### config.mk
export PLATFORM = sky130hd
export DESIGN_NAME = adc_dual_sdo_ctrl
export DESIGN_NICKNAME = d
export VERILOG_FILES = /design/src/rtl/adc_dual_sdo_pkg.sv /design/src/rtl/adc_half_timer.sv /design/src/rtl/adc_cmd_shifter.sv /design/src/rtl/adc_lane_capture.sv /design/src/rtl/adc_frame_seq.sv /design/src/rtl/adc_dual_sdo_ctrl.sv
export SDC_FILE = /design/constraint.sdc
export NUM_CORES = 1
export LEC_CHECK = 0
export BUFFER_PORTS_ARGS = -buffer_cell sky130_fd_sc_hd__buf_4
export CORE_ASPECT_RATIO = 2
export CORE_MARGIN = 1
export CORE_UTILIZATION = 61
export DETAILED_ROUTE_END_ITERATION = 10
export PLACE_DENSITY = 0.9
export SYNTH_ARGS = -nofsm -noshare
export SYNTH_HDL_FRONTEND = slang
export SYNTH_SLANG_ARGS = --single-unit
### constraint.sdc
create_clock -name clk -period 3.3 [get_ports clk]
set_clock_uncertainty 0.05 [all_clocks]
set_input_delay 0.66 -clock clk [delete_from_list [all_inputs] [get_ports clk]]
set_output_delay 0.66 -clock clk [all_outputs]
set_load 0.005 [all_outputs]
### src/rtl/adc_dual_sdo_pkg.sv
package adc_dual_sdo_pkg;

    // Frame sequencer states
    typedef enum logic [2:0] {
        ST_IDLE,
        ST_LEAD,
        ST_HIGH,
        ST_LOW,
        ST_TRAIL
    } seq_state_t;

    // Converter configuration fields (the converter decodes these positions)
    localparam logic [3:0] CMD_CFG_WRITE = 4'h8;  // bits 15:12
    localparam logic       CFG_RD16      = 1'b1;  // bit 11: 16-clock reads
    localparam logic       CFG_SINGLE    = 1'b0;  // bit 10: 0 = dual outputs

endpackage

### src/rtl/adc_half_timer.sv
// Free-running half-period counter for the serial clock; held at zero when idle.
module adc_half_timer #(
    parameter int HALF = 2
) (
    input  logic clk,
    input  logic rst_n,
    input  logic hold,
    output logic tick
);
    localparam int CW = (HALF > 1) ? $clog2(HALF) : 1;
    localparam logic [CW-1:0] LAST = CW'(HALF - 1);

    logic [CW-1:0] cnt_q;

    always_ff @(posedge clk or negedge rst_n) begin
        if (!rst_n) begin
            cnt_q <= '0;
        end else if (hold || cnt_q == LAST) begin
            cnt_q <= '0;
        end else begin
            cnt_q <= cnt_q + 1'b1;
        end
    end

    assign tick = !hold && (cnt_q == LAST);
endmodule

### src/rtl/adc_cmd_shifter.sv
// Command shift register: launches one bit per rising serial-clock edge.
module adc_cmd_shifter #(
    parameter int FRAME_W = 32
) (
    input  logic               clk,
    input  logic               rst_n,
    input  logic               load,
    input  logic [FRAME_W-1:0] load_word,
    input  logic               shift,
    output logic               mosi
);
    logic [FRAME_W-1:0] sr_q;

    always_ff @(posedge clk or negedge rst_n) begin
        if (!rst_n) begin
            sr_q <= '0;
            mosi <= 1'b0;
        end else if (load) begin
            sr_q <= load_word;
        end else if (shift) begin
            mosi <= sr_q[FRAME_W-1];
            sr_q <= {sr_q[FRAME_W-2:0], 1'b0};
        end
    end
endmodule

### src/rtl/adc_lane_capture.sv
// Parallel capture of the converter data lines, one shift register per lane.
module adc_lane_capture #(
    parameter int WORD_W = 16,
    parameter int LANES  = 2
) (
    input  logic                          clk,
    input  logic                          rst_n,
    input  logic                          sample,
    input  logic [LANES-1:0]              sdo,
    input  logic                          commit,
    output logic [LANES-1:0][WORD_W-1:0]  result
);
    for (genvar g = 0; g < LANES; g++) begin : g_lane
        logic [WORD_W-1:0] sr_q;

        always_ff @(posedge clk or negedge rst_n) begin
            if (!rst_n) begin
                sr_q      <= '0;
                result[g] <= '0;
            end else begin
                if (sample) begin
                    sr_q <= {sr_q[WORD_W-2:0], sdo[g]};
                end
                if (commit) begin
                    result[g] <= sr_q;
                end
            end
        end
    end
endmodule

### src/rtl/adc_frame_seq.sv
// Frame sequencer: chip select, serial clock phases, bit count, config tracking.
module adc_frame_seq
    import adc_dual_sdo_pkg::*;
#(
    parameter int CFG_BITS = 32,
    parameter int RD_BITS  = 16
) (
    input  logic clk,
    input  logic rst_n,
    input  logic trigger,
    input  logic tick,
    output logic timer_hold,
    output logic rise_en,
    output logic fall_en,
    output logic load_tx,
    output logic load_cfg,
    output logic commit,
    output logic cs_n,
    output logic sclk,
    output logic busy,
    output logic res_valid
);
    localparam int BW = $clog2(CFG_BITS + 1);

    seq_state_t     state_q, state_nx;
    logic [BW-1:0]  bits_q;
    logic           cfg_done_q;
    logic           is_cfg_q;
    logic           accept;
    logic           end_frame;

    assign accept    = (state_q == ST_IDLE) && trigger;
    assign end_frame = (state_q == ST_TRAIL) && tick;

    // Next-state logic
    always_comb begin
        state_nx = state_q;
        unique case (state_q)
            ST_IDLE:  if (trigger) state_nx = ST_LEAD;
            ST_LEAD:  if (tick)    state_nx = ST_HIGH;
            ST_HIGH:  if (tick)    state_nx = (bits_q == BW'(1)) ? ST_TRAIL : ST_LOW;
            ST_LOW:   if (tick)    state_nx = ST_HIGH;
            ST_TRAIL: if (tick)    state_nx = ST_IDLE;
            default:               state_nx = ST_IDLE;
        endcase
    end

    // State register
    always_ff @(posedge clk or negedge rst_n) begin
        if (!rst_n) begin
            state_q <= ST_IDLE;
        end else begin
            state_q <= state_nx;
        end
    end

    // Frame bookkeeping: remaining bits, frame kind, configured flag
    always_ff @(posedge clk or negedge rst_n) begin
        if (!rst_n) begin
            bits_q     <= '0;
            is_cfg_q   <= 1'b0;
            cfg_done_q <= 1'b0;
        end else begin
            if (accept) begin
                bits_q   <= cfg_done_q ? BW'(RD_BITS) : BW'(CFG_BITS);
                is_cfg_q <= !cfg_done_q;
            end else if (fall_en) begin
                bits_q <= bits_q - 1'b1;
            end
            if (end_frame && is_cfg_q) begin
                cfg_done_q <= 1'b1;
            end
        end
    end

    // Registered pin outputs, decoded from the next state
    always_ff @(posedge clk or negedge rst_n) begin
        if (!rst_n) begin
            cs_n      <= 1'b1;
            sclk      <= 1'b0;
            busy      <= 1'b0;
            res_valid <= 1'b0;
        end else begin
            cs_n      <= (state_nx == ST_IDLE);
            sclk      <= (state_nx == ST_HIGH);
            busy      <= (state_nx != ST_IDLE);
            res_valid <= end_frame && !is_cfg_q;
        end
    end

    // Strobes to the datapath
    assign timer_hold = (state_q == ST_IDLE);
    assign rise_en    = tick && ((state_q == ST_LEAD) || (state_q == ST_LOW));
    assign fall_en    = tick && (state_q == ST_HIGH);
    assign load_tx    = accept;
    assign load_cfg   = !cfg_done_q;
    assign commit     = end_frame && !is_cfg_q;
endmodule

### src/rtl/adc_dual_sdo_ctrl.sv
module adc_dual_sdo_ctrl
    import adc_dual_sdo_pkg::*;
#(
    parameter int CLK_DIV   = 4,
    parameter int WORD_W    = 16,
    parameter int CFG_WORDS = 2
) (
    input  logic              clk,
    input  logic              rst_n,
    input  logic              trigger,
    output logic              cs_n,
    output logic              sclk,
    output logic              mosi,
    input  logic              sdo_a,
    input  logic              sdo_b,
    output logic [WORD_W-1:0] res_a,
    output logic [WORD_W-1:0] res_b,
    output logic              res_valid,
    output logic              busy
);
    localparam int HALF     = CLK_DIV / 2;
    localparam int LANES    = 2;
    localparam int CFG_BITS = CFG_WORDS * WORD_W;
    localparam logic [WORD_W-1:0] CFG_WORD =
        {CMD_CFG_WRITE, CFG_RD16, CFG_SINGLE, {(WORD_W-6){1'b0}}};
    localparam logic [CFG_BITS-1:0] CFG_FRAME =
        {CFG_WORD, {(CFG_BITS-WORD_W){1'b0}}};

    logic tick, timer_hold, rise_en, fall_en, load_tx, load_cfg, commit;
    logic [LANES-1:0][WORD_W-1:0] result;

    adc_half_timer #(.HALF(HALF)) i_timer (
        .clk   (clk),
        .rst_n (rst_n),
        .hold  (timer_hold),
        .tick  (tick)
    );

    adc_frame_seq #(.CFG_BITS(CFG_BITS), .RD_BITS(WORD_W)) i_seq (
        .clk        (clk),
        .rst_n      (rst_n),
        .trigger    (trigger),
        .tick       (tick),
        .timer_hold (timer_hold),
        .rise_en    (rise_en),
        .fall_en    (fall_en),
        .load_tx    (load_tx),
        .load_cfg   (load_cfg),
        .commit     (commit),
        .cs_n       (cs_n),
        .sclk       (sclk),
        .busy       (busy),
        .res_valid  (res_valid)
    );

    adc_cmd_shifter #(.FRAME_W(CFG_BITS)) i_cmd (
        .clk       (clk),
        .rst_n     (rst_n),
        .load      (load_tx),
        .load_word (load_cfg ? CFG_FRAME : '0),
        .shift     (rise_en),
        .mosi      (mosi)
    );

    adc_lane_capture #(.WORD_W(WORD_W), .LANES(LANES)) i_cap (
        .clk    (clk),
        .rst_n  (rst_n),
        .sample (fall_en),
        .sdo    ({sdo_b, sdo_a}),
        .commit (commit),
        .result (result)
    );

    assign res_a = result[0];
    assign res_b = result[1];
endmodule

**After elaboration in Yosys (flattened, before gate mapping)**

Index checks and enable logic that the tools add are counted.

- Input bits: 5
- Output and inout bits: 37
- Flip-flop bits (word level): 113

- Mux-type cells: 13
- Bitwise logic cells: 1
- Equal/unequal tests: 6
- Reductions and logical operators: 19
- Add/subtract/negate cells: 2

Operators with widths:

| operator | count |
|---|---|
| $mux W32 | 3 |
| $mux W6 | 3 |
| $mux W3 | 5 |
| $pmux W3 S4 | 1 |
| $eq A3 B2 Y1 const B | 3 |
| $logic_and A1 B1 Y1 | 7 |
| $eq A6 B1 Y1 const B | 1 |
| $logic_not A3 Y1 | 2 |
| $sub A6 B1 Y6 const B | 1 |
| $reduce_bool A2 Y1 | 2 |
| $eq A3 B1 Y1 const B | 1 |
| $eq A3 B3 Y1 const B | 1 |
| $logic_not A1 Y1 | 3 |
| $reduce_bool A3 Y1 | 1 |
| $logic_or A1 B1 Y1 | 2 |
| $reduce_and A2 Y1 | 1 |
| $reduce_or A2 Y1 | 1 |
| $add A1 B1 Y1 const B | 1 |
| $mux W1 | 1 |
| $not A1 Y1 | 1 |

**Depth between registers and ports, before layout**

- Word-level depth: 6
- Gate-level depth with buffers: 6

**Hierarchy**

Synthesis repeated with hierarchy kept, for this count alone.

- Cell total of the unflattened synthesis: 358
- Area, all modules: 5031.1 µm²

Modules (own cells, without submodules):

| module | area each (µm²) | instances | cells an instance |
|---|---|---|---|
| adc_lane_capture | 2690.1 | 1 | 136 |
| adc_cmd_shifter | 1546.5 | 1 | 142 |
| adc_frame_seq | 748.2 | 1 | 76 |
| adc_half_timer | 42.5 | 1 | 3 |
| adc_dual_sdo_ctrl | 3.8 | 1 | 1 |

**Least setup slack after synthesis**

No wires, ideal clock.

- Path kind: in2reg
- Start point: input trigger
- End point: register i_seq.is_cfg_q
- Setup time: 0.118 ns
- Slack: 1.725 ns
- Data required time: 3.132 ns
- Buffers on the path: 1
- Data arrival time: 1.407 ns
- Cell stages on the path: 3
- Cells stage by stage: or4b_1 -> buf_2 -> a21o_1

- Cells in the longest elaborated chain, start to end: 1

Ends and longest elaborated chain:

| element | line | RTL |
|---|---|---|
| from (decl) | adc_dual_sdo_ctrl.sv:10 | `input logic trigger,` |
| $logic_and A1 B1 Y1 | adc_frame_seq.sv:32 | `assign accept = (state_q == ST_IDLE) && trigger;` |
| to (signal assigned) | adc_frame_seq.sv:66 | `is_cfg_q <= !cfg_done_q;` |
| to (decl) | adc_frame_seq.sv:28 | `logic is_cfg_q;` |

No other way between the ends.
A chain may end at the register's enable or synchronous reset.

**Final worst setup path**

- Start point: register i_seq.state_q[2]
- End point: register i_seq.bits_q[3]

- Cells in the longest elaborated chain, start to end: 5
- Elaborated cells on any way between the ends: 8

Ends and longest elaborated chain:

| element | line | RTL |
|---|---|---|
| from (decl) | adc_frame_seq.sv:25 | `seq_state_t state_q, state_nx;` |
| from (signal assigned) | adc_frame_seq.sv:53 | `state_q <= state_nx;` |
| $logic_not A3 Y1 | adc_frame_seq.sv:32, adc_frame_seq.sv:92 |  |
| $logic_not A1 Y1 | adc_half_timer.sv:25 | `assign tick = !hold && (cnt_q == LAST);` |
| $logic_and A1 B1 Y1 | adc_half_timer.sv:25 |  |
| $logic_and A1 B1 Y1 | adc_frame_seq.sv:94 | `assign fall_en = tick && (state_q == ST_HIGH);` |
| $reduce_bool A2 Y1 (no source line) | -- |  |
| to (signal assigned) | adc_frame_seq.sv:65 | `bits_q <= cfg_done_q ? BW'(RD_BITS) : BW'(CFG_BITS);` |
| to (signal assigned) | adc_frame_seq.sv:68 | `bits_q <= bits_q - 1'b1;` |
| to (decl) | adc_frame_seq.sv:26 | `logic [BW-1:0] bits_q;` |

Parallel ways exist; a longest one is shown, timed or not.

==> results.ini <==
[synthesis]
synthesis.nets = 300
synth_top_area_cell = dfrtp_1
synth_warnings = 0
synth-seq-area-share_pct = 63.39
synth_area_mm2 = 0.003397
synth-seq-cells = 86
yosys-top-cells-area = dfrtp_1 63%, mux2_2 11%, nand2_1 11%
synth_edf_count = 0
synthMostInstantiatedCell = nand2_1
async_flop_share_pct = 100.0
avgSynthCellArea_um2 = 11.59
syn_inst = 293
synth_ff_type = dfrtp_1
yosys.area.top_type_share_pct = 62.62
synth_common_cells = 98 x nand2_1, 85 x dfrtp_1, 33 x mux2_2, 12 x buf_2
yosysUniqueCellTypes = 39

[clock_tree]
cts_setup_buffers = 0
numCtsBuffers = 9
tritoncts = built
clkSlewWorstSetupHoldPaths_ns = 0.07
htreeDepth = 3
cts_buffer_depth = 2
insertion_delay_ns = 0.35
cts.sinks = 86
postCtsHoldBufs = 0
postCtsResizedCells = 0
cts_root_buf = clkbuf_8

[global_route]
grt_max_degree = 87
grt_pass1_wl_um = 9936
antenna_found_initial = 0
grt_pass1_vias = 2207
track_usage_pct = 23.99
grt-ovfl-total = 0

[die]
die-area_mm2 = 0.005889
pin_count = 42
rows = 38
die_w_um = 54.77
start_util_pct = 63.23
core_mm2 = 0.005373
die_y_um = 107.5

[power]
power_density_mw_per_mm2 = 736.7
peakVddDrop_v = 0.0006866
leakage_nw = 2.063

[critical_path]
start_kind = register
cp_slowest_stage_delay_ns = 0.63
path_delay_family = simple AND/OR/NAND/NOR gates
cp_data_required_time_ns = 3.52
rrSetupSlack_ns = 1.38
worstReg2RegEnd = i_seq.bits_q[3]
r2r-start = i_seq.state_q[2]
end_kind = register
critical_path_arrival_ns = 2.14
crit_path_cell_trace = nand4bb_2 -> nor4_1 -> mux2i_1
r2r_cells = 3
crit_type = reg -> reg
crit_buf_inv = 0
path_max_fanout = 21
crit_path_top_delay_cell = nand4bb_2

[detailed_routing]
ant_nets = 0
via_per_inst = 5.596
drt_pass1_iterations = 4
first_iter_violations = 44
vias = 2205
route.detailed.drc = 0
routed_wl_um = 5859
wl_per_cell_um = 14.87

[layout]
seq_area_mm2 = 0.002153
num-nets-final = 336
area.growth.synth_to_final_pct = 13.96
final_layout_size_suffix_gt1_share_pct = 28.44
multi_input_area_mm2 = 0.001140
diodes = 0
post-route-util_pct = 72.05
fillers = 387

[placement]
io_buffers = 41
gp_congestion = 0.8385
dpl.hpwl_um = 3885

[hold_path]
holdCritPathClass = reg -> reg
hp-start = i_cmd.sr_q[27]
min_path_cells = 1
hold_end = i_cmd.sr_q[27]

[sta]
hold_viol_final = 0
timing.final.crit_share_pct = 58.12
post-route-min-period_ns = 1.918
worst_slew_pin_slew_ns = 1.036
rsz0062_at_grt = no
slew_viol_final = 0
fmaxAchievable_ghz = 0.5214
max_slew_margin_pct = 30.96
setup_viol_count_final = 0
setup_tns_ns = 0

[outcome]
outcome = completed

[job]
cap_violations = 0

[state kept, by name, indices dropped and copies added, names as in the netlist, 3 cells and up]
| name | flops |
|---|---|
| i_cap.g_lane.sr_q | 32 |
| i_seq.state_q | 3 |
| i_cap.result | 32 |
| i_cmd.sr_q | 5 |
| i_seq.bits_q | 6 |
[worst register-to-register path, cell delays in order, from the launching register on]
cell and delay [ns]:
dfrtp_1 0.53, nand4bb_2 0.63, nor4_1 0.41, mux2i_1 0.22
[how the worst max path moves through the flow]
stage / start / to / slack, ns / cells past startpoint
floorplan: trigger / i_seq.is_cfg_q / 1.73 / 3
global placement: i_seq.state_q[2] / i_seq.bits_q[5] / 1.49 / 3
detailed placement: i_seq.state_q[2] / i_seq.bits_q[3] / 1.41 / 3
CTS: i_seq.state_q[2] / i_seq.bits_q[3] / 1.39 / 3
global route: i_seq.state_q[2] / i_seq.bits_q[3] / 1.14 / 3
finish: i_seq.state_q[2] / i_seq.bits_q[3] / 1.38 / 3
[where the power goes]
part	switching [W]	internal, W
sequential	0.000235	0.00131
combinational	0.000441	0.000246
clock	0.000324	0.000295
total	0.00100	0.00185
[logic make-up (layout without fill, tap and decap cells)]
family / count (synthesis) / count (layout) / synth area share (%)
buffers and inverters: 23 / 64 / 3.205
adders and majority gates: 2 / 2 / 0.7365
and+or+nand+nor: 126 / 126 / 16.76
AOI/OAI and AO/OA: 21 / 21 / 4.383
DFF: 86 / 86 / 63.39
muxes: 35 / 35 / 11.53
[per-layer routing]
layer	up-vias	share of wire (%)	GRT usage, %
met1	1087	41	29.49
li1	1049	-	-
met3	13	4.2	6.497
met4	0	3.0	13.55
met2	56	52	36.57
met5	-	0	0
[area by class of cell]
cell class	count	area share [%]
clock buffer	15	4.040
clock inverter	1	0.1293
inverter	5	0.4848
multi-input combinational	184	29.44
sequential	86	55.62
tap	60	1.939
timing repair buffer	43	8.339
[stage by stage]
step                std cells  cell area [um2]  hold WS [ns]  power (W)  setup WS [ns]
finish                    394             3871        0.4300   0.002852          1.382
global route              394             3871        0.4461   0.003065          1.143
CTS                       394             3871        0.4324   0.002876          1.388
detailed placement        378             3710        0.4158   0.002257          1.407
global placement          378             3710        0.4150   0.002191          1.486
floorplan                 293             3397        0.3144   0.002050          1.725
[cell usage in the layout (no fill, tap or decap), drive strengths merged, types with 2 or more instances in the layout]
master,netlist,routed
a21o,2,2
a21oi,5,5
a22o,3,3
a311oi,2,2
and3b,2,2
buf,13,43
clkbuf,5,15
dfrtp,85,85
ha,2,2
inv,5,5
mux2,33,33
mux2i,2,2
nand2,98,98
nand3,2,2
nand4,2,2
nor2,6,6
nor3,3,3
o21ai,3,3
or3b,2,2
(Power assumes the default switching activity.)
